==> src/rtl/ps_pkg.sv <==
package ps_pkg;
    localparam int unsigned WORD_W = 8;
    localparam int unsigned LANE_W = 2;
    localparam int unsigned POS_W  = $clog2(WORD_W);
    localparam int unsigned HALF   = WORD_W / 2;

    typedef logic [WORD_W-1:0] word_t;
    typedef logic [POS_W-1:0]  pos_t;
    typedef logic [LANE_W-1:0] lane_t;

    typedef enum logic {RATE_SINGLE = 1'b0, RATE_DOUBLE = 1'b1} rate_e;

    // Bits leaving the holding word for the given position and rate.
    function automatic lane_t pick_lane(word_t w, pos_t p, rate_e r);
        lane_t l;
        l = '0;
        l[0] = w[p];
        if (r == RATE_DOUBLE) l[1] = w[p + pos_t'(1)];
        return l;
    endfunction

    function automatic pos_t step_of(rate_e r);
        return (r == RATE_DOUBLE) ? pos_t'(2) : pos_t'(1);
    endfunction
endpackage

==> src/rtl/ps_word_ctrl.sv <==
module ps_word_ctrl
    import ps_pkg::*;
(
    input  logic  clk,
    input  logic  sync,
    input  logic  en,
    input  logic  rate_sel,
    output pos_t  pos,
    output logic  boundary,
    output rate_e rate_q,
    output logic  wclk
);
    assign boundary = (pos == '0);

    always_ff @(posedge clk or posedge sync) begin
        if (sync) begin
            pos    <= '0;
            rate_q <= RATE_SINGLE;
            wclk   <= 1'b0;
        end else if (en) begin
            if (boundary) begin
                rate_q <= rate_e'(rate_sel);
                pos    <= step_of(rate_e'(rate_sel));
                wclk   <= 1'b1;
            end else begin
                pos    <= pos + step_of(rate_q);
                wclk   <= (int'(pos) < HALF);
            end
        end
    end
endmodule

==> src/rtl/ps_shift_lane.sv <==
module ps_shift_lane
    import ps_pkg::*;
(
    input  logic  clk,
    input  logic  sync,
    input  logic  en,
    input  logic  boundary,
    input  logic  rate_sel,
    input  rate_e rate_q,
    input  pos_t  pos,
    input  word_t din,
    output lane_t lane
);
    word_t hold;

    always_ff @(posedge clk or posedge sync) begin
        if (sync) begin
            hold <= '0;
            lane <= '0;
        end else if (en) begin
            if (boundary) begin
                hold <= din;
                lane <= pick_lane(din, '0, rate_e'(rate_sel));
            end else begin
                lane <= pick_lane(hold, pos, rate_q);
            end
        end
    end
endmodule

==> src/rtl/ps_serializer.sv <==
module ps_serializer
    import ps_pkg::*;
(
    input  logic              clk,
    input  logic              sync,
    input  logic              en,
    input  logic              rate_sel,
    input  logic [WORD_W-1:0] din,
    output logic [LANE_W-1:0] sout,
    output logic              wclk
);
    pos_t  pos;
    logic  boundary;
    rate_e rate_q;

    ps_word_ctrl u_ctrl (
        .clk      (clk),
        .sync     (sync),
        .en       (en),
        .rate_sel (rate_sel),
        .pos      (pos),
        .boundary (boundary),
        .rate_q   (rate_q),
        .wclk     (wclk)
    );

    ps_shift_lane u_lane (
        .clk      (clk),
        .sync     (sync),
        .en       (en),
        .boundary (boundary),
        .rate_sel (rate_sel),
        .rate_q   (rate_q),
        .pos      (pos),
        .din      (din),
        .lane     (sout)
    );
endmodule

==> config.mk <==
export PLATFORM = sky130hd
export DESIGN_NAME = ps_serializer
export DESIGN_NICKNAME = d
export VERILOG_FILES = /design/src/rtl/ps_pkg.sv /design/src/rtl/ps_word_ctrl.sv /design/src/rtl/ps_shift_lane.sv /design/src/rtl/ps_serializer.sv
export SDC_FILE = /design/constraint.sdc
export NUM_CORES = 1
export LEC_CHECK = 0
export ABC_AREA = 0
export BUFFER_PORTS_ARGS = -buffer_cell sky130_fd_sc_hd__buf_2
export CAP_MARGIN = 25
export CORE_MARGIN = 5
export CORE_UTILIZATION = 47
export CTS_CLUSTER_SIZE = 20
export DETAILED_ROUTE_END_ITERATION = 10
export GPL_ROUTABILITY_DRIVEN = 0
export HOLD_SLACK_MARGIN = 0.08
export PLACE_DENSITY = 0.75
export SLEW_MARGIN = 40
export SYNTH_ARGS = -nofsm -noshare
export SYNTH_HDL_FRONTEND = slang
export SYNTH_SLANG_ARGS = --single-unit
==> constraint.sdc <==
create_clock -name clk -period 1.7 [get_ports clk]
set_input_delay 0.255 -clock clk [delete_from_list [all_inputs] [get_ports clk]]
set_output_delay 0.255 -clock clk [all_outputs]
set_load 0.02 [all_outputs]
==> summary.md, run 1 <==
| Metric | Value |
|---|---|
| Utilization after layout | 57.5% |
| Layout area overhead | 20.1% |
| RSZ-0062 raised after global routing | false |
| Synthesized area per cell | 13.3 um^2 |
| Max incr delay on CP | 510 ps |
| Routing usage on met1 | 18.1% |
| Post-Synthesis Cell Area | 808 um^2 |
| CTS tree | built |
| Remaining antenna violation count | 0 |
| Die W | 51.5 um |
| Worst-Margin Slew | 573 ps |
| Gr usage total | 13.0% |
| Highest Clock Rate | 619 MHz |
| Crit Path Max Fanout | 3 |
| Synth Area in Adders | 7.12% |
| Reg2Reg Launch Point | u_ctrl.pos[0] |
| Met3 Track Usage GR | 1.75% |
| Path type of the worst min-delay path | in -> reg |
| Clock H-tree levels | 1 |
| Antenna violations before repair | 0 |
| Cells on worst reg2reg path | 5 |
| Max-slew violations | 0 |
| Worst slew margin | 61.8% |
| Final worst path period share | 95.1% |
| Hold depth | 2 |
| Via count | 583 |
| Minimum clock period | 1620 ps |
| Flop2flop setup slack | 80 ps |
| Final hold vios | 0 |
| Largest net degree at the start of global routing | 16 |
| Vias in the first global route | 596 |
| Initial core utilization | 47.9% |
| XOR/XNOR share of the synthesized area | 1.08% |
| Core ar. | 1690 um^2 |
| Die ar. | 2650 um^2 |
| Nets | 102 |
| Yosys warns | 0 |
| Clk slew on worst S/H paths | 90 ps |
| First-pass GRT wire length | 2590 um |
| Run status | complete, no violations |
| IO Port Bufs | 14 |
| Clock Latency Late Sink | 280 ps |
| #FFs+latches synth | 15 |
| Int Pwr | 0.00117 W |
| Startpoint Class | flop |
| Gr busiest metal | met2 |
| Fraction of layout cells with a size suffix above 1 | 43.5% |
| Sequential Power Share | 35.3% |
| Post-DR wirelength/cell | 15.2 um |
| Final setup violation count | 0 |
| I/O pin count | 15 |
| Sw Share | 34.9% |
| R2R Path End | u_lane.lane[1] |
| Met2 Use GR | 20.8% |
| WP data arrival | 1790 ps |
| Grt total ovfl | 0 |
| Post-route setup slack | 83.3 ps |
| Chip Height | 51.5 um |
| Seq/Total Area, Yosys | 46.4% |
| Logic pwr share | 53.5% |
| Violation count after the first detailed-route iteration | 12 |
| Ant diodes | 0 |
| Hold Crit Start | din[4] |
| Worst EP required | 1870 ps |
| PwrDens | 1860 nW/um^2 |
| Final hold slack | 201 ps |
| Routed WL | 1550 um |
| Worst Hold Endpoint | u_lane.hold[4] |
| Main combinational cell family by area after synthesis | multiplexers |
| Switching pwr | 0.000631 W |
| Compound-Gate Fraction of Synth Area | 8.51% |
| Clock sink count | 15 |
| Clock share of power | 11.2% |
| CTS max path bufs | 2 |
| DP HPWL | 1200 um |
| Worst path cell trace | inv_1 -> ha_1 -> mux4_2 -> mux2i_1 -> o21ai_1 |
| Place WS | 43.6 ps |
| Netlist cell types | 24 |
| Final Skew | 3.29 ps |
| Max VDD drop | 0.904 mV |
| Setup TNS | 0 ps |
| Rows | 15 |
| Crit. End Element | flop |
| Gate Count Post-Synth | 61 |
| Mux cell area share after synthesis | 25.9% |
| Simple-Gate Fraction of Synth Area | 6.35% |
| CTS root buf | clkbuf_4 |
| Worst setup path category | reg -> reg |
| Mapped Nets | 77 |
| Remaining routing DRC violations | 0 |
| CP max-delay cell | mux4_2 |
| Pleak | 0.462 nW |
| Via density per instance | 5.72 |
| Num CTS Buffers | 3 |
| Number of max-cap violations | 0 |
| First-pass DRT Iterations | 4 |
[per-layer routing]
| layer | wire length [um] | share of wire (%) | vias up |
|---|---|---|---|
| li1 | - | - | 272 |
| met5 | 0 | 0 | - |
| met2 | 738 | 48 | 15 |
| met3 | 77 | 5.0 | 2 |
| met1 | 722 | 47 | 294 |
| met4 | 9 | 0.58 | 0 |
[synthesized netlist by cell type]
master / count / area, um^2
inv_1: 4 / 15.0
nor3b_1: 1 / 7.51
dfrtp_1: 15 / 375
nand2b_1: 1 / 6.26
fa_1: 1 / 20.0
a32oi_1: 1 / 8.76
a21oi_1: 2 / 10.0
buf_6: 1 / 11.3
nand3_1: 1 / 5.00
mux4_2: 2 / 45.0
a22oi_1: 2 / 15.0
clkinv_1: 1 / 3.75
a211oi_1: 2 / 15.0
mux2i_1: 1 / 10.0
xnor2_1: 1 / 8.76
mux2_2: 9 / 101
o21ai_1: 2 / 10.0
mux4_1: 2 / 52.6
nand2_1: 3 / 11.3
nor2_1: 1 / 3.75
buf_4: 1 / 7.51
and3b_1: 2 / 17.5
ha_1: 3 / 37.5
o21ai_0: 2 / 10.0
[per-stage QoR]
step                      total power (W)  std cells  cell area, um^2
after global placement            0.00153         96              926
after global routing              0.00196        102              971
after detailed placement          0.00157         96              926
after floorplan                   0.00131         61              808
after CTS                         0.00176        101              962
final                             0.00180        102              971
[worst max-delay path: cells and delay by family (launching register included)]
family          cells  cell delay (ps)
flops               1              370
compound gates      1               80
mux                 2              670
fa+ha+maj           1              330
buf+inv             1               70
[layout make-up]
type	count	area, um^2
Fill cell	143	718
Timing Repair Buffer	22	133
Tap cell	17	21.3
Sequential cell	15	375
Inverter	5	18.8
Clock buffer	4	26.3
Multi-Input combinational cell	39	397
[sequential cells by signal, summed over array words and instances, names as in the netlist]
| register | count |
|---|---|
| u_lane.hold | 8 |
| u_ctrl.rate_q | 1 |
| u_ctrl.pos | 3 |
| u_ctrl.wclk | 1 |
| u_lane.lane | 2 |
[cell usage in the layout, fill, tap and decap left out, types with 2 or more instances in the layout]
master	n
dfrtp_1	15
buf_2	14
mux2_2	9
buf_4	7
inv_1	4
mux4_2	3
nand2_1	3
ha_1	3
clkbuf_4	3
and3b_1	2
a21oi_1	2
o21ai_1	2
o21ai_0	2
a22oi_1	2
[cells by family (layout without fill, tap and decap cells)]
group	after synthesis	count (layout)
fa+ha+maj	4	4
flops	15	15
simple gates	9	9
xor+xnor	1	1
mux	14	14
buf+inv	7	31
compound gates	11	11
[what timing repair did]
item	in CTS	in global routing
hold buffers	1	0
setup endpoints to repair	0	2
endpoints found under the hold margin	15	0
resized for setup	0	2
buffers inserted	0	1
[worst max-delay path by stage]
stage	from	end	cells past startpoint
floorplan	u_ctrl.pos[0]	u_lane.lane[1]	5
detailed placement	u_ctrl.pos[0]	u_ctrl.pos[1]	5
global placement	u_ctrl.pos[0]	u_ctrl.pos[1]	5
CTS	u_ctrl.pos[0]	u_ctrl.pos[1]	5
global route	u_ctrl.pos[0]	u_lane.lane[1]	5
finish	u_ctrl.pos[0]	u_lane.lane[1]	5
[power groups by stage]
stage | sequential (W) | combinational, W | clock [W]
floorplan | 0.000675 | 0.000639 | 0
global placement | 0.000641 | 0.000892 | 0
global route | 0.000660 | 0.00108 | 0.000221
detailed placement | 0.000645 | 0.000923 | 0
finish | 0.000637 | 0.000965 | 0.000202
CTS | 0.000637 | 0.000927 | 0.000201
Note: power is estimated with default switching activity, not from simulation.
==> run 2, diff against run 1 <==
--- a/config.mk
+++ b/config.mk
@@ -9,12 +9,13 @@
 export BUFFER_PORTS_ARGS = -buffer_cell sky130_fd_sc_hd__buf_2
 export CAP_MARGIN = 25
 export CORE_MARGIN = 5
-export CORE_UTILIZATION = 47
+export CORE_UTILIZATION = 50
+export CTS_BUF_LIST = sky130_fd_sc_hd__clkbuf_8
 export CTS_CLUSTER_SIZE = 20
 export DETAILED_ROUTE_END_ITERATION = 10
 export GPL_ROUTABILITY_DRIVEN = 0
 export HOLD_SLACK_MARGIN = 0.08
-export PLACE_DENSITY = 0.75
+export PLACE_DENSITY = 0.79
 export SLEW_MARGIN = 40
 export SYNTH_ARGS = -nofsm -noshare
 export SYNTH_HDL_FRONTEND = slang
==> summary.md, run 2 (synthesis results as in run 1) <==
| Metric | Value |
|---|---|
| Clock H-tree levels | 1 (unchanged) |
| Path type of the worst min-delay path | in -> async |
| Gr busiest metal | met2 |
| Antenna violations before repair | 0 (unchanged) |
| Hold buffer count at cts | 0 (-1) |
| Highest Clock Rate | 613 MHz (-0.83%) |
| Gr usage total | 15.0% (+2.0 points) |
| Routing usage on met1 | 18.5% (+0.42 points) |
| Nets | 99 (-2.9%) |
| Largest Register | u_lane.hold |
| Vias in the first global route | 625 (+4.9%) |
| Startpoint Class | flop |
| Core ar. | 1520 um^2 (-9.8%) |
| CTS root buf | clkbuf_8 |
| Worst slew margin | 61.2% (-0.54 points) |
| Routed WL | 1630 um (+5.2%) |
| RSZ-0062 raised after global routing | false |
| Final worst path period share | 95.9% (+0.79 points) |
| Pleak | 0.462 nW (-0.13%) |
| Worst setup path category | reg -> reg |
| Crit. End Element | flop |
| Initial core utilization | 53.0% (+5.2 points) |
| First-pass DRT Iterations | 4 (unchanged) |
| Clock sink count | 15 (unchanged) |
| Rows | 14 (-1) |
| CTS max path bufs | 2 (unchanged) |
| Remaining routing DRC violations | 0 (unchanged) |
| Ant diodes | 0 (unchanged) |
| Fraction of layout cells with a size suffix above 1 | 41.5% (-2.1 points) |
| Final Power | 0.00187 W (+3.4%) |
| DP HPWL | 1270 um (+6.0%) |
| Setup TNS | 0 ps (unchanged) |
| Die W | 50.2 um (-2.5%) |
| PwrDens | 1920 nW/um^2 (+3.4%) |
| Chip Height | 50.2 um (-2.5%) |
| Minimum clock period | 1630 ps (+13.5 ps) |
| IO Port Bufs | 14 (unchanged) |
| Worst EP required | 1820 ps (-50 ps) |
| Most frequent cells in the layout | dfrtp_1 (15), buf_2 (14), mux2_2 (9) |
| Fill cells | 122 (-15%) |
| Max-slew violations | 0 (unchanged) |
| Largest net degree at the start of global routing | 16 (unchanged) |
| WP data arrival | 1750 ps (-40 ps) |
| I/O pin count | 15 (unchanged) |
| Via count | 557 (-4.5%) |
| First-pass GRT wire length | 2860 um (+10%) |
| Grt total ovfl | 0 (unchanged) |
| Max VDD drop | 1.18 mV (+31%) |
| Final Skew | 2.12 ps (-1.17 ps) |
| Die ar. | 2520 um^2 (-4.9%) |
| Final setup violation count | 0 (unchanged) |
| Num CTS Buffers | 3 (unchanged) |
| Most common cell after layout, fill and taps aside | dfrtp_1 |
| Violation count after the first detailed-route iteration | 15 (+3) |
| Crit Path Max Fanout | 3 (unchanged) |
| CTS tree | built |
| Clock Latency Late Sink | 240 ps (-40 ps) |
| Clk slew on worst S/H paths | 60 ps (-30 ps) |
| Largest regs | u_lane.hold (8), u_ctrl.pos (3), u_lane.lane (2) |
| Remaining antenna violation count | 0 (unchanged) |
| Final hold vios | 0 (unchanged) |
| Number of max-cap violations | 0 (unchanged) |
| Run status | complete, no violations |
| Worst-Margin Slew | 581 ps (+8.12 ps) |
| Post-DR wirelength/cell | 16.6 um (+9.5%) |
| Layout area overhead | 20.1% (unchanged) |
| Met2 Use GR | 25.1% (+4.3 points) |
| Met3 Track Usage GR | 2.96% (+1.2 points) |
| Via density per instance | 5.68 (-0.56%) |
| Max reg flops | 8 (unchanged) |
[run 2: cell types whose count changed in the layout (fill, tap and decap cells not counted), sizes merged]
cell,change
inv,+1
buf,-2
clkbuf,-1
dlygate4sd3,-1
[run 2: cell type report]
type	count	area, um^2	area share [%]
repair buffers	19	120	12.4
multi-input cells	39	392	40.3
flip-flops and latches	15	375	38.7
clock inverters	1	3.75	0.387
inverters	5	18.8	1.93
clock buffers	3	41.3	4.25
well taps	16	20.0	2.06
[run 2: timing repair]
item,4_1_cts,5_1_grt
resized for setup,0,1
buffers inserted,0,1
endpoints found under the setup margin,0,1
[run 2: metal layers]
metal	part of all wire [%]	routed length [um]	vias to the layer above
met5	0	0	-
met4	1.9	31	0
met3	4.5	73	4
met2	50	819	15
met1	43	704	272
li1	-	-	266
[run 2: worst paths after layout]
check                      slack, ps  depth (start not counted)     startpoint              to
setup / recovery                  70                          5  u_ctrl.pos[0]   u_ctrl.pos[1]
hold / removal                    70                          2           sync  u_lane.lane[1]
setup reg to reg                  70                          5  u_ctrl.pos[0]   u_ctrl.pos[1]
hold reg to reg                  480                          2    u_ctrl.wclk     u_ctrl.wclk
max in group asynchronous       1250                          2           sync  u_lane.lane[0]
min in group clk                 240                          2         din[4]  u_lane.hold[4]
[run 2: power breakdown]
part | internal [W] | switching (W) | leakage, nW
clock | 0.000160 | 0.000116 | 0.0269
combinational | 0.000535 | 0.000407 | 0.254
sequential | 0.000531 | 0.000118 | 0.181
total | 0.00123 | 0.000641 | 0.462
[run 2: metrics by stage]
stage	instance area (um^2)	hold WS [ps]	setup WS, ps	instances	utilization [%]
6_report	971	68.9	69.9	98	63.7
5_1_grt	971	115	16.3	98	63.7
4_1_cts	967	81.5	48.2	97	63.5
3_5_place_dp	922	342	56.9	93	60.5
3_3_place_gp	922	328	123	93	60.5
2_1_floorplan	808	156	8.30	61	-
[run 2: worst max-delay path, stage by stage, from the launching register on]
cell      delay (ps)
dfrtp_1          390
buf_4            140
ha_1             200
fa_1             430
a211oi_1         270
a21oi_1           80
==> run 3, diff against run 2 <==
--- a/config.mk
+++ b/config.mk
@@ -6,16 +6,15 @@
 export NUM_CORES = 1
 export LEC_CHECK = 0
 export ABC_AREA = 0
-export BUFFER_PORTS_ARGS = -buffer_cell sky130_fd_sc_hd__buf_2
 export CAP_MARGIN = 25
-export CORE_MARGIN = 5
-export CORE_UTILIZATION = 50
-export CTS_BUF_LIST = sky130_fd_sc_hd__clkbuf_8
+export CORE_MARGIN = 4
+export CORE_UTILIZATION = 53
 export CTS_CLUSTER_SIZE = 20
 export DETAILED_ROUTE_END_ITERATION = 10
+export DONT_BUFFER_PORTS = 1
 export GPL_ROUTABILITY_DRIVEN = 0
 export HOLD_SLACK_MARGIN = 0.08
-export PLACE_DENSITY = 0.79
+export PLACE_DENSITY = 0.74
 export SLEW_MARGIN = 40
 export SYNTH_ARGS = -nofsm -noshare
 export SYNTH_HDL_FRONTEND = slang
==> summary.md, run 3 (synthesis results as in run 1) <==
| Metric | Value |
|---|---|
| Clock H-tree levels | 1 (unchanged) |
| Worst setup path category | reg -> reg |
| Initial core utilization | 59.2% (+6.1 points) |
| CTS tree | built |
| Largest Register | u_lane.hold |
| Utilization after layout | 64.6% (+0.85 points) |
| Remaining antenna violation count | 0 (unchanged) |
| Run status | complete, no violations |
| Routed WL | 1520 um (-6.6%) |
| Max VDD drop | 0.861 mV (-27%) |
| Via count | 520 (-6.6%) |
| Die W | 47.1 um (-6.3%) |
| First-pass GRT wire length | 2490 um (-13%) |
| Clock sink count | 15 (unchanged) |
| Setup TNS | 0 ps (unchanged) |
| Max-slew violations | 0 (unchanged) |
| Place WS | 72.5 ps (+15.6 ps) |
| Remaining routing DRC violations | 0 (unchanged) |
| Final worst path period share | 96.2% (+0.31 points) |
| Largest regs | u_lane.hold (8), u_ctrl.pos (3), u_lane.lane (2) |
| IO Port Bufs | 0 (-14) |
| Violation count after the first detailed-route iteration | 8 (-7) |
| Highest Clock Rate | 611 MHz (-0.33%) |
| Postcts setup bufs | 0 (unchanged) |
| Chip Height | 47.1 um (-6.3%) |
| Via density per instance | 6.19 (+8.9%) |
| Post-DR wirelength/cell | 18.1 um (+8.9%) |
| Vias in the first global route | 546 (-13%) |
| Most common cell after layout, fill and taps aside | dfrtp_1 |
| PwrDens | 1930 nW/um^2 (+0.49%) |
| RSZ-0062 raised after global routing | false |
| Final hold slack | 104 ps (+35.5 ps) |
| Crit Path Max Fanout | 6 (+3) |
| WP data arrival | 1810 ps (+60 ps) |
| Number of max-cap violations | 0 (unchanged) |
| Ant diodes | 0 (unchanged) |
| Antenna violations before repair | 0 (unchanged) |
| Clock Latency Late Sink | 280 ps (+40 ps) |
| DP HPWL | 1160 um (-8.8%) |
| Core ar. | 1370 um^2 (-10%) |
| CTS max path bufs | 2 (unchanged) |
| Clk slew on worst S/H paths | 80 ps (+20 ps) |
| Worst-Margin Slew | 539 ps (-41.8 ps) |
| Worst slew margin | 64.0% (+2.8 points) |
| Final Power | 0.00170 W (-8.7%) |
| Startpoint Class | flop |
| Crit. End Element | flop |
| Most frequent cells in the layout | dfrtp_1 (15), mux2_2 (9), buf_4 (5) |
| Final Skew | 3.49 ps (+1.37 ps) |
| Path type of the worst min-delay path | in -> reg |
| Post-cts resize count | 0 (unchanged) |
| First-pass DRT Iterations | 3 (-1) |
| Die ar. | 2210 um^2 (-12%) |
| Grt total ovfl | 0 (unchanged) |
| Num CTS Buffers | 3 (unchanged) |
| Post-route setup slack | 64.5 ps (-5.33 ps) |
| Rows | 13 (-1) |
| Pleak | 0.400 nW (-13%) |
| I/O pin count | 15 (unchanged) |
| Flop2flop setup slack | 60 ps (about the same) |
| Layout area overhead | 9.13% |
| Final hold vios | 0 (unchanged) |
| Largest net degree at the start of global routing | 16 (unchanged) |
| Final setup violation count | 0 (unchanged) |
| Gr usage total | 16.8% (+1.8 points) |
| Minimum clock period | 1640 ps (+5.33 ps) |
| Worst EP required | 1870 ps (+50 ps) |
| Fraction of layout cells with a size suffix above 1 | 27.5% (-14 points) |
| Max reg flops | 8 (unchanged) |
| Nets | 86 (-13%) |
| CTS root buf | clkbuf_4 |
-- run 3: cell types whose count changed in the layout (fill, tap and decap cells not counted) --
| cell | previous run | this run |
|---|---|---|
| clkbuf_1 | 0 | 1 |
| clkbuf_4 | 0 | 3 |
| buf_2 | 14 | 0 |
| dlygate4sd3_1 | 0 | 1 |
| inv_1 | 5 | 4 |
| buf_4 | 4 | 5 |
| clkbuf_8 | 3 | 0 |
| buf_12 | 1 | 0 |
| mux4_1 | 1 | 2 |
| mux4_2 | 3 | 2 |
-- run 3: layout make-up --
type,count,area (um^2)
Sequential cell,15,375
Multi-Input combinational cell,39,395
Tap cell,15,18.8
Inverter,5,18.8
Clock buffer,4,26.3
Fill cell,113,484
Timing Repair Buffer,6,47.5
-- run 3: critical path, cell delays in order, from the launching register on --
cell     delay (ps)
dfrtp_1         380
buf_4           170
ha_1            210
fa_1            360
nand2_1          90
mux2_2          320
-- run 3: routing by layer --
metal / GRT usage (%) / share of wire [%] / up-vias
li1: - / - / 241
met3: 4.60 / 4.9 / 3
met4: 9.94 / 1.9 / 0
met2: 25.7 / 49 / 12
met1: 21.3 / 44 / 264
met5: 0 / 0 / -
-- run 3: path summary, 6_finish.rpt --
| check | end | from | depth (start not counted) |
|---|---|---|---|
| worst max-delay path | u_ctrl.pos[2] | u_ctrl.pos[0] | 5 |
| worst max register to register | u_ctrl.pos[2] | u_ctrl.pos[0] | 5 |
| max in group asynchronous | u_lane.hold[1] | sync | 2 |
| worst min register to register | u_lane.hold[0] | u_lane.hold[0] | 1 |
| min in group asynchronous | u_lane.hold[7] | sync | 2 |
| worst min-delay path | u_ctrl.rate_q | rate_sel | 2 |
-- run 3: where the power goes --
part | internal [W] | total [W] | leakage (nW) | switching, W
logic | 0.000484 | 0.000825 | 0.204 | 0.000340
registers | 0.000529 | 0.000679 | 0.181 | 0.000150
clock network | 0.0000913 | 0.000200 | 0.0150 | 0.000109
-- run 3: what timing repair did --
item                                    CTS  global route
endpoints found under the setup margin    0             0
hold buffers                              1             0
hold endpoints to repair                 15             0
-- run 3: per-stage QoR --
step | cell area, um^2 | std cells
4_1_cts | 882 | 84
6_report | 882 | 84
3_3_place_gp | 846 | 79
5_1_grt | 882 | 84
2_1_floorplan | 808 | 61
3_5_place_dp | 846 | 79
